==> src/rtl/cfg3w_pkg.sv <==
package cfg3w_pkg;

    localparam int FRAME_W  = 18;
    localparam int ADDR_W   = 2;
    localparam int MAIN_W   = 11;
    localparam int SWAL_W   = 5;
    localparam int REF_W    = 9;
    localparam int SEL_W    = 3;
    localparam int TAP_N    = 5;
    localparam int STRAP_W  = 3;
    localparam int USED_W   = SWAL_W + REF_W;
    localparam int CNT_W    = $clog2(FRAME_W + 2);
    localparam int CNT_MAX  = FRAME_W + 1;

    // bit positions inside the data part of a frame
    localparam int SWAL_LSB = REF_W;
    localparam int TEN_BIT  = SEL_W;
    localparam int CLKO_BIT = SEL_W + 1;
    localparam int FILT_BIT = SEL_W;

    typedef struct packed {
        logic [MAIN_W-1:0] main_div;
        logic [SWAL_W-1:0] swal_div;
        logic [REF_W-1:0]  ref_div;
        logic [SEL_W-1:0]  tin_sel;
        logic [SEL_W-1:0]  tout_sel;
        logic              test_en;
        logic              clkout_en;
        logic              filt_bp;
    } cfg_t;

    typedef enum logic [1:0] {
        PROF_IF4  = 2'd0,
        PROF_IF1  = 2'd1,
        PROF_R13  = 2'd2
    } profile_e;

    function automatic profile_e strap_to_profile(input logic [STRAP_W-1:0] strap);
        profile_e p;
        case (strap)
            3'b100:  p = PROF_IF1;
            3'b110:  p = PROF_R13;
            default: p = PROF_IF4;
        endcase
        return p;
    endfunction

    function automatic cfg_t profile_cfg(input profile_e p);
        cfg_t c;
        c = '0;
        case (p)
            PROF_IF1: begin
                c.main_div = MAIN_W'(7);
                c.swal_div = SWAL_W'(3);
                c.ref_div  = REF_W'(4);
            end
            PROF_R13: begin
                c.main_div = MAIN_W'(22);
                c.swal_div = SWAL_W'(17);
                c.ref_div  = REF_W'(9);
            end
            default: begin
                c.main_div = MAIN_W'(6);
                c.swal_div = SWAL_W'(0);
                c.ref_div  = REF_W'(3);
                c.filt_bp  = 1'b1;
                c.test_en  = 1'b1;
                c.tin_sel  = SEL_W'(6);
                c.tout_sel = SEL_W'(6);
            end
        endcase
        return c;
    endfunction

    // select code that drives tap k: 1,2,5,6,7
    function automatic logic [SEL_W-1:0] tap_code(input int k);
        return (k < 2) ? SEL_W'(k + 1) : SEL_W'(k + 3);
    endfunction

endpackage

==> src/rtl/cfg3w_sync.sv <==
module cfg3w_sync #(
    parameter int W      = 4,
    parameter int STAGES = 2
) (
    input  logic         clk,
    input  logic         rst_n,
    input  logic [W-1:0] async_i,
    output logic [W-1:0] sync_o
);
    logic [STAGES-1:0][W-1:0] chain_d, chain_q;

    always_comb begin
        chain_d[0] = async_i;
        for (int i = 1; i < STAGES; i++) begin
            chain_d[i] = chain_q[i-1];
        end
    end

    always_ff @(posedge clk or negedge rst_n) begin
        if (!rst_n) chain_q <= '0;
        else        chain_q <= chain_d;
    end

    assign sync_o = chain_q[STAGES-1];

endmodule

==> src/rtl/cfg3w_shifter.sv <==
module cfg3w_shifter
    import cfg3w_pkg::*;
(
    input  logic              clk,
    input  logic              rst_n,
    input  logic              run_i,
    input  logic              dat_i,
    input  logic              bclk_i,
    input  logic              lat_i,
    output logic              commit_o,
    output logic [ADDR_W-1:0] addr_o,
    output logic [USED_W-1:0] data_o
);
    typedef struct packed {
        logic [FRAME_W-1:0] sr;
        logic [CNT_W-1:0]   cnt;
        logic               bclk_prev;
        logic               lat_prev;
    } shf_t;

    shf_t st_d, st_q;
    logic bclk_rise, lat_rise;

    assign bclk_rise = bclk_i & ~st_q.bclk_prev;
    assign lat_rise  = lat_i & ~st_q.lat_prev;

    always_comb begin
        st_d           = st_q;
        st_d.bclk_prev = bclk_i;
        st_d.lat_prev  = lat_i;
        if (!run_i) begin
            st_d.sr  = '0;
            st_d.cnt = '0;
        end else if (lat_rise) begin
            st_d.cnt = '0;
        end else if (bclk_rise) begin
            st_d.sr = {dat_i, st_q.sr[FRAME_W-1:1]};
            if (st_q.cnt != CNT_W'(CNT_MAX)) begin
                st_d.cnt = st_q.cnt + CNT_W'(1);
            end
        end
    end

    always_ff @(posedge clk or negedge rst_n) begin
        if (!rst_n) st_q <= '0;
        else        st_q <= st_d;
    end

    assign commit_o = run_i && lat_rise && (st_q.cnt == CNT_W'(FRAME_W));
    assign addr_o   = st_q.sr[FRAME_W-1 -: ADDR_W];
    assign data_o   = st_q.sr[USED_W-1:0];

    // the pulse counter never runs past its saturation value
    assert_cnt_bounded_R3: assert property (@(posedge clk) disable iff (!rst_n)
        st_q.cnt <= CNT_W'(CNT_MAX));

    // every latch edge restarts the count for the next frame
    assert_cnt_restart_R3: assert property (@(posedge clk) disable iff (!rst_n)
        (run_i && lat_rise) |=> (st_q.cnt == '0));

endmodule

==> src/rtl/cfg3w_regfile.sv <==
module cfg3w_regfile
    import cfg3w_pkg::*;
(
    input  logic               clk,
    input  logic               rst_n,
    input  logic               en_i,
    input  logic [STRAP_W-1:0] strap_i,
    input  logic               commit_i,
    input  logic [ADDR_W-1:0]  addr_i,
    input  logic [USED_W-1:0]  data_i,
    output cfg_t               cfg_o
);
    typedef struct packed {
        cfg_t cfg;
        logic en_prev;
    } rf_t;

    rf_t  st_d, st_q;
    logic en_rise;

    assign en_rise = en_i & ~st_q.en_prev;

    always_comb begin
        st_d         = st_q;
        st_d.en_prev = en_i;
        if (!en_i) begin
            st_d.cfg = '0;
        end else if (en_rise) begin
            st_d.cfg = profile_cfg(strap_to_profile(strap_i));
        end else if (commit_i) begin
            case (addr_i)
                2'd0: begin
                    st_d.cfg.main_div = data_i[MAIN_W-1:0];
                end
                2'd1: begin
                    st_d.cfg.ref_div  = data_i[REF_W-1:0];
                    st_d.cfg.swal_div = data_i[SWAL_LSB +: SWAL_W];
                end
                2'd2: begin
                    st_d.cfg.tin_sel   = data_i[SEL_W-1:0];
                    st_d.cfg.test_en   = data_i[TEN_BIT];
                    st_d.cfg.clkout_en = data_i[CLKO_BIT];
                end
                default: begin
                    st_d.cfg.tout_sel = data_i[SEL_W-1:0];
                    st_d.cfg.filt_bp  = data_i[FILT_BIT];
                end
            endcase
        end
    end

    always_ff @(posedge clk or negedge rst_n) begin
        if (!rst_n) st_q <= '0;
        else        st_q <= st_d;
    end

    assign cfg_o = st_q.cfg;

    // a disabled part holds every field cleared
    assert_off_clear_R8: assert property (@(posedge clk) disable iff (!rst_n)
        !en_i |=> (st_q.cfg == '0));

    // without a commit or an enable edge nothing moves
    assert_hold_idle_R9: assert property (@(posedge clk) disable iff (!rst_n)
        (en_i && st_q.en_prev && !commit_i) |=> $stable(st_q.cfg));

    // every preset carries a legal reference divider (3 or more)
    assert_preset_ref_R5: assert property (@(posedge clk) disable iff (!rst_n)
        en_rise |=> (st_q.cfg.ref_div >= REF_W'(3)));

endmodule

==> src/rtl/cfg3w_tapdec.sv <==
module cfg3w_tapdec
    import cfg3w_pkg::*;
(
    input  logic [SEL_W-1:0] sel_i,
    input  logic             en_i,
    output logic [TAP_N-1:0] tap_o
);
    for (genvar k = 0; k < TAP_N; k++) begin : g_tap
        assign tap_o[k] = en_i && (sel_i == tap_code(k));
    end

endmodule

==> src/rtl/cfg3w_bank.sv <==
module cfg3w_bank
    import cfg3w_pkg::*;
#(
    parameter int SYNC_STAGES = 2
) (
    input  logic              clk,
    input  logic              rst_n,
    input  logic              enable,
    input  logic              bus_dat,
    input  logic              bus_clk,
    input  logic              bus_lat,
    output logic [MAIN_W-1:0] main_div,
    output logic [SWAL_W-1:0] swal_div,
    output logic [REF_W-1:0]  ref_div,
    output logic [SEL_W-1:0]  tin_sel,
    output logic [SEL_W-1:0]  tout_sel,
    output logic              test_en,
    output logic              clkout_en,
    output logic              filt_bp,
    output logic [TAP_N-1:0]  tin_tap,
    output logic [TAP_N-1:0]  tout_tap
);
    logic [3:0]        pins_s;
    logic              en_s, dat_s, bclk_s, lat_s;
    logic              commit;
    logic [ADDR_W-1:0] f_addr;
    logic [USED_W-1:0] f_data;
    cfg_t              cfg;

    cfg3w_sync #(.W(4), .STAGES(SYNC_STAGES)) u_sync (
        .clk     (clk),
        .rst_n   (rst_n),
        .async_i ({enable, bus_dat, bus_clk, bus_lat}),
        .sync_o  (pins_s)
    );

    assign {en_s, dat_s, bclk_s, lat_s} = pins_s;

    cfg3w_shifter u_shf (
        .clk      (clk),
        .rst_n    (rst_n),
        .run_i    (en_s),
        .dat_i    (dat_s),
        .bclk_i   (bclk_s),
        .lat_i    (lat_s),
        .commit_o (commit),
        .addr_o   (f_addr),
        .data_o   (f_data)
    );

    cfg3w_regfile u_rf (
        .clk      (clk),
        .rst_n    (rst_n),
        .en_i     (en_s),
        .strap_i  ({dat_s, bclk_s, lat_s}),
        .commit_i (commit),
        .addr_i   (f_addr),
        .data_i   (f_data),
        .cfg_o    (cfg)
    );

    cfg3w_tapdec u_tin (
        .sel_i (cfg.tin_sel),
        .en_i  (cfg.test_en),
        .tap_o (tin_tap)
    );

    cfg3w_tapdec u_tout (
        .sel_i (cfg.tout_sel),
        .en_i  (cfg.test_en),
        .tap_o (tout_tap)
    );

    assign main_div  = cfg.main_div;
    assign swal_div  = cfg.swal_div;
    assign ref_div   = cfg.ref_div;
    assign tin_sel   = cfg.tin_sel;
    assign tout_sel  = cfg.tout_sel;
    assign test_en   = cfg.test_en;
    assign clkout_en = cfg.clkout_en;
    assign filt_bp   = cfg.filt_bp;

    // at most one tap point is ever selected on each side
    assert_tap_onehot_R7: assert property (@(posedge clk) disable iff (!rst_n)
        $onehot0(tin_tap) && $onehot0(tout_tap));

    // test path disabled means normal operation on both sides
    assert_tap_gated_R7: assert property (@(posedge clk) disable iff (!rst_n)
        !test_en |-> (tin_tap == '0 && tout_tap == '0));

endmodule

==> config.mk <==
export PLATFORM = sky130hd
export DESIGN_NAME = cfg3w_bank
export DESIGN_NICKNAME = d
export VERILOG_FILES = /design/src/rtl/cfg3w_pkg.sv /design/src/rtl/cfg3w_sync.sv /design/src/rtl/cfg3w_shifter.sv /design/src/rtl/cfg3w_regfile.sv /design/src/rtl/cfg3w_tapdec.sv /design/src/rtl/cfg3w_bank.sv
export SDC_FILE = /design/constraint.sdc
export NUM_CORES = 1
export LEC_CHECK = 0
export ABC_AREA = 0
export BUFFER_PORTS_ARGS = -buffer_cell sky130_fd_sc_hd__buf_4
export CORE_UTILIZATION = 40
export DETAILED_ROUTE_END_ITERATION = 12
export GPL_ROUTABILITY_DRIVEN = 0
export SLEW_MARGIN = 20
export SYNTH_ARGS = -nofsm -noshare
export SYNTH_HDL_FRONTEND = slang
export SYNTH_HIERARCHICAL = 1
export SYNTH_SLANG_ARGS = --single-unit
==> constraint.sdc <==
create_clock -name clk -period 2.1 [get_ports clk]
set_input_delay 0.42 -clock clk [delete_from_list [all_inputs] [get_ports clk]]
set_output_delay 0.42 -clock clk [all_outputs]
set_load 0.05 [all_outputs]
# Word level (Yosys, flattened, before mapping)
# Cells that the tools add are included.
# Widths: inputs -> output; s select.
word_totals:
  reg_bits: 68
  input_bits: 6
  word_cells: 90
op_classes:
  n_addsub: 1
  n_eq_ne: 27
  mux: 20
  bitwise: 6
  n_reduce_logical: 21
ops:
  columns: ["cell", "n"]
  rows:
  - ["$mux 34", 3]
  - ["$mux 23", 2]
  - ["$pmux 19 s2", 1]
  - ["$eq 3x3->1 const B", 8]
  - ["$mux 18", 1]
  - ["$ne 3x1->1 const B", 5]
  - ["$mux 14", 1]
  - ["$logic_and 1x1->1", 12]
  - ["$reduce_and 2->1", 6]
  - ["$mux 11", 1]
  - ["$mux 5", 2]
  - ["$mux 7", 1]
  - ["$eq 3x1->1 const B", 2]
  - ["$eq 3x2->1 const B", 2]
  - ["$mux 2", 3]
  - ["$mux 3", 2]
  - ["$ne 3x2->1 const B", 2]
  - ["$add 5x1->5 const B", 1]
  - ["$eq 5x5->1 const B", 1]
  - ["$ne 5x5->1 const B", 1]
  - ["$eq 2x1->1 const B", 2]
  - ["$eq 2x2->1 const B", 2]
  - ["$pmux 2 s2", 1]
  - ["$and 1x1->1", 3]
  - ["7 further kinds", 10]

# Depth between registers and ports, before layout
depth:
  word_depth: 9
  ltp_mapped: 10

# Cells and area by module
# The synthesis kept the hierarchy.
modules_own_cells:
  columns: ["module", "n_inst", "cells_per_inst", "area_per_inst_um2", "seq_area_each_um2"]
  rows:
  - ["cfg3w_regfile", 1, 196, 1834.3, 875.8]
  - ["cfg3w_shifter", 1, 135, 1333.8, 625.6]
  - ["cfg3w_sync", 1, 8, 200.2, 200.2]
  - ["cfg3w_tapdec", 2, 5, 56.3, 0.0]

# Worst setup path before layout
# OpenSTA, ideal clock, no wires.
synth_path:
  kind: "reg2reg"
  from: "register u_sync.chain_q, in the netlist u_sync/sync_o[3]"
  to: "register u_rf.st_q, in the netlist u_rf/cfg_o[25]"
  t_arrival_ps: 1837
  setup_slack_ps: 122
  path_stages_with_launch: 8
  period_less_slack_ps: 1978
  path_cell_list: "dfrtp_1 -> clkbuf_1 -> nand3_1 -> nor3_1 -> or3b_1 -> buf_6 -> nand2_1 -> a31oi_1"
synth_via:
  elab_chain_len: 4
synth_lines:
  columns: ["element", "line_no", "rtl"]
  rows:
  - ["start, declared", "cfg3w_sync.sv:10", "logic [STAGES-1:0][W-1:0] chain_d, chain_q;"]
  - ["start signal, assigned", "cfg3w_sync.sv:21", "else chain_q <= chain_d;"]
  - ["$logic_and 1x1->1 (2 in a row)", "cfg3w_shifter.sv:49", "assign commit_o = run_i && lat_rise && (st_q.cnt == CNT_W'(FRAME_W));"]
  - ["net commit", "cfg3w_bank.sv:25", "logic commit;"]
  - ["$ne 3x2->1 (no source line)", null, null]
  - ["$reduce_and 2->1 (no source line)", null, null]
  - ["end signal, assigned", "cfg3w_regfile.sv:54", "else st_q <= st_d;"]
  - ["end, declared", "cfg3w_regfile.sv:18", "rf_t st_d, st_q;"]
# The timed path passes the listed nets, and every way through them passes these cells.
# A chain may end at the register's enable or synchronous reset.

# Final worst setup path
layout_path:
  from: "register u_shf/st_q[2] (netlist bit)"
  to: "register u_rf.st_q, in the netlist u_rf/cfg_o[23]"
layout_via:
  elab_chain_len: 4
layout_lines:
  columns: ["element", "line_no", "rtl"]
  rows:
  - ["start, declared", "cfg3w_shifter.sv:21", "shf_t st_d, st_q;"]
  - ["start signal, assigned", "cfg3w_shifter.sv:46", "else st_q <= st_d;"]
  - ["$eq 5x5->1", "cfg3w_shifter.sv:49", null]
  - ["$logic_and 1x1->1", "cfg3w_shifter.sv:49", null]
  - ["net commit", "cfg3w_bank.sv:25", null]
  - ["$ne 3x2->1 (no source line)", null, null]
  - ["$reduce_and 2->1 (no source line)", null, null]
# The timed path passes the listed nets, and every way through them passes these cells.

==> metrics.md <==
| Metric | Value |
|---|---|
| Status | `finished clean` |
| H-tree Lvls | `3` |
| Vias/cell | `5.09` |
| Share of layout cells above drive strength 1 | `0.271` |
| Number of remaining DRC errors | `0` |
| Slew HR | `0.672` |
| Total grt overflow | `0` |
| Antenna diode count | `0` |
| DP Wirelength | `4620 um` |
| Commonest cells after routing, fill and taps aside | `dfrtp_1 (68), buf_4 (63), nand2_1 (55)` |
| DR WL/cell | `14.6 um` |
| Vias | `2375` |
| Worst Tran Pin Value | `0.493 ns` |
| Max Clk Rate | `522 MHz` |
| Post-synth net total | `360` |
| DIE WIDTH | `95.3 um` |
| Reg area | `1700 um^2` |
| PortBufs | `49` |
| Synthesis-stage register bit count | `68` |
| CP startpoint kind | `flip-flop` |
| Commonest non-fill, non-tap cell in the layout | `dfrtp_1` |
| CTS tree | `yes` |
| Max-cap violations | `0` |
| CP Data Arrival Time | `2.14 ns` |
| Worst path max stage delay | `0.58 ns` |
| Die outline height | `95.3 um` |
| Total die area | `9080 um^2` |
| Synthesized area | `3480 um^2` |
| Clk Tree Root Cell | `clkbuf_8` |
| Avg Cell Area, Syn | `9.97 um^2` |
| Post-CTS Setup Repair Bufs | `0` |
| Tot GR Track Use | `0.171` |
| Main area contributors after synthesis | `dfrtp_1 (49%), buf_4 (12%), nand2_1 (5.9%), o21ai_0 (3.5%), a21boi_0 (3.5%)` |
| Final period util | `0.912` |
| Cell Rows | `33` |
| Routed WL | `6840 um` |
| Final max-slew violation count | `0` |
| Pre-Repair DR Iteration Count | `4` |
| Clock sinks | `68` |
| Number of global-route vias before repair | `2300` |
| Hold Crit Class | `input port to flip-flop` |
| Tmin final | `1.91 ns` |
| Gate Count Post-Synth | `349` |
| Peak VDD IR | `362 uV` |
| First-pass GRT wire length | `11600 um` |
| I/O pin cnt | `50` |
| Final Hold Vio Count | `0` |
| Worst Hold Slack | `0.179 ns` |
| Clk_skew | `0.0146 ns` |
| Cts bufs inserted | `9` |
| Pwr Density | `715 nW/um^2` |
| Top Family by Delay on Critical Path | `simple AND/OR/NAND/NOR gates` |
| Warnings, synthesis | `6` |
| Critical path endpoint category | `flip-flop` |
| Yosys top cell by area | `dfrtp_1` |
| Clk Latency, worst-skew pair | `0.36 ns` |
| Post-synthesis sequential area ratio | `0.489` |
| Final setup fails | `0` |
| RSZ-0062 raised after global routing | `false` |
| Fin Setup TNS | `0 ns` |
| Leakage power | `0.00174 uW` |
| Crit Path Max Fanout | `11` |
| Clock Tree Buf Depth | `2` |
| Synth unique cells | `40` |
| Antenna violations before repair | `0` |
| Iteration-0 DRC Markers | `151` |
| Top cell type's share of synthesized area | `0.489` |
| Req. time, crit path | `2.32 ns` |
| CP bufs+invs | `1` |
| Core ar. | `8300 um^2` |
| Post-route ant nets | `0` |
| Post-CTS Resized | `0` |
| Worst path slowest cell | `or3b_1` |
| CTS clk-pin slew, worst paths | `0.08 ns` |
| Setup WS pre-CTS | `0.190 ns` |
| Initial Util | `0.419` |
| Layout area overhead | `9.67%` |
| Largest net degree at the start of global routing | `42` |
| Crit path cell chain | `inv_1, ha_1, nand3_1, nor3_1, or3b_1, nand2_1, a31oi_1` |
| Final setup margin | `0.185 ns` |
| Fill count | `766` |
| Multi-input gate area in the final layout | `1270 um^2` |
| Core Util, Final | `0.460` |
| Final nets | `368` |
| CP Class | `flip-flop to flip-flop` |
[cell type report]
type,count,share of cell area
timing repair buffer,65,0.132
clock inverter,6,0.0167
tap,105,0.0344
sequential,68,0.446
clock buffer,10,0.0334
inverter,6,0.00590
multi-input combinational,207,0.332
[final timing paths]
path | start | endpoint | slack, ns | depth (start not counted)
setup / recovery | u_shf/st_q[2] | u_rf/cfg_o[23] | 0.19 | 7
hold / removal | bus_dat | u_sync/chain_d[6] | 0.18 | 1
setup reg to reg | u_shf/st_q[2] | u_rf/cfg_o[23] | 0.19 | 7
hold reg to reg | u_sync/chain_d[6] | u_sync/sync_o[2] | 0.34 | 0
max in group asynchronous | rst_n | u_rf/cfg_o[9] | 1.04 | 3
min in group asynchronous | rst_n | u_shf/st_q[0] | 0.53 | 2
[stage by stage]
stage          std cells  power, uW  cell area (um^2)
2_1_floorplan        349       1610              3480
4_1_cts              467       2770              3820
3_3_place_gp         450       1690              3620
6_report             467       2730              3820
3_5_place_dp         450       1690              3620
5_1_grt              467       2860              3820
[registers in the layout, indices dropped and copies added (netlist names)]
signal	flops
u_shf/addr_o	2
u_rf/st_q	1
u_sync/sync_o	4
u_shf/data_o	14
u_shf/st_q	9
u_rf/cfg_o	34
u_sync/chain_d	4
[synth_stat cells]
| cell type | count |
|---|---|
| a21boi_0 | 16 |
| nor3_1 | 2 |
| and2b_2 | 1 |
| nand2_1 | 55 |
| nand4bb_4 | 1 |
| and3b_1 | 1 |
| nand2b_1 | 3 |
| and4b_1 | 2 |
| nor2b_2 | 1 |
| and4bb_2 | 4 |
| and3_1 | 1 |
| buf_6 | 3 |
| nand2_2 | 1 |
| mux2_2 | 3 |
| buf_2 | 4 |
| nor2b_4 | 1 |
| nor3b_2 | 1 |
| a21oi_1 | 23 |
| and4b_2 | 2 |
| or3b_2 | 1 |
| nand4b_1 | 1 |
| ha_1 | 5 |
| or2b_1 | 1 |
| a21o_1 | 1 |
| dfrtp_1 | 68 |
| a21boi_1 | 3 |
| o21ai_0 | 24 |
| a31oi_1 | 11 |
| mux2i_1 | 7 |
| nand3b_1 | 3 |
| nand4_1 | 1 |
| buf_4 | 55 |
| nand3_1 | 23 |
| or3b_1 | 1 |
| clkbuf_1 | 6 |
| or3_1 | 1 |
| nand3b_2 | 1 |
| nor2_1 | 3 |
| inv_1 | 6 |
| and4_2 | 2 |
[per-layer routing]
metal  global-route usage  up-vias  share of wire
met3               0.0470        4          0.054
li1                     -     1166              -
met2                0.262       62           0.47
met1                0.226     1143           0.47
met5                    0        -              0
met4               0.0758        0         0.0083
[kinds of logic (layout without fill, tap and decap cells)]
group | count (synthesis) | after routing | synth area share
AND/OR/NAND/NOR | 114 | 114 | 0.186
AO/OA/AOI/OAI | 78 | 78 | 0.130
buffers and inverters | 74 | 87 | 0.147
flip-flops | 68 | 68 | 0.489
multiplexers | 10 | 10 | 0.0298
adder cells (fa/ha/maj) | 5 | 5 | 0.0180
[power breakdown]
group	leakage, uW	switching, uW	internal (uW)
combinational	0.000740	197	89.5
sequential	0.000907	32.9	1340
clock	0.0000927	517	548
[what timing repair did]
item                                   CTS  global route
hold buffers                             1             0
endpoints found under the hold margin   27             0
setup endpoints to repair                0             0
Power figures use the tool's default switching activity.
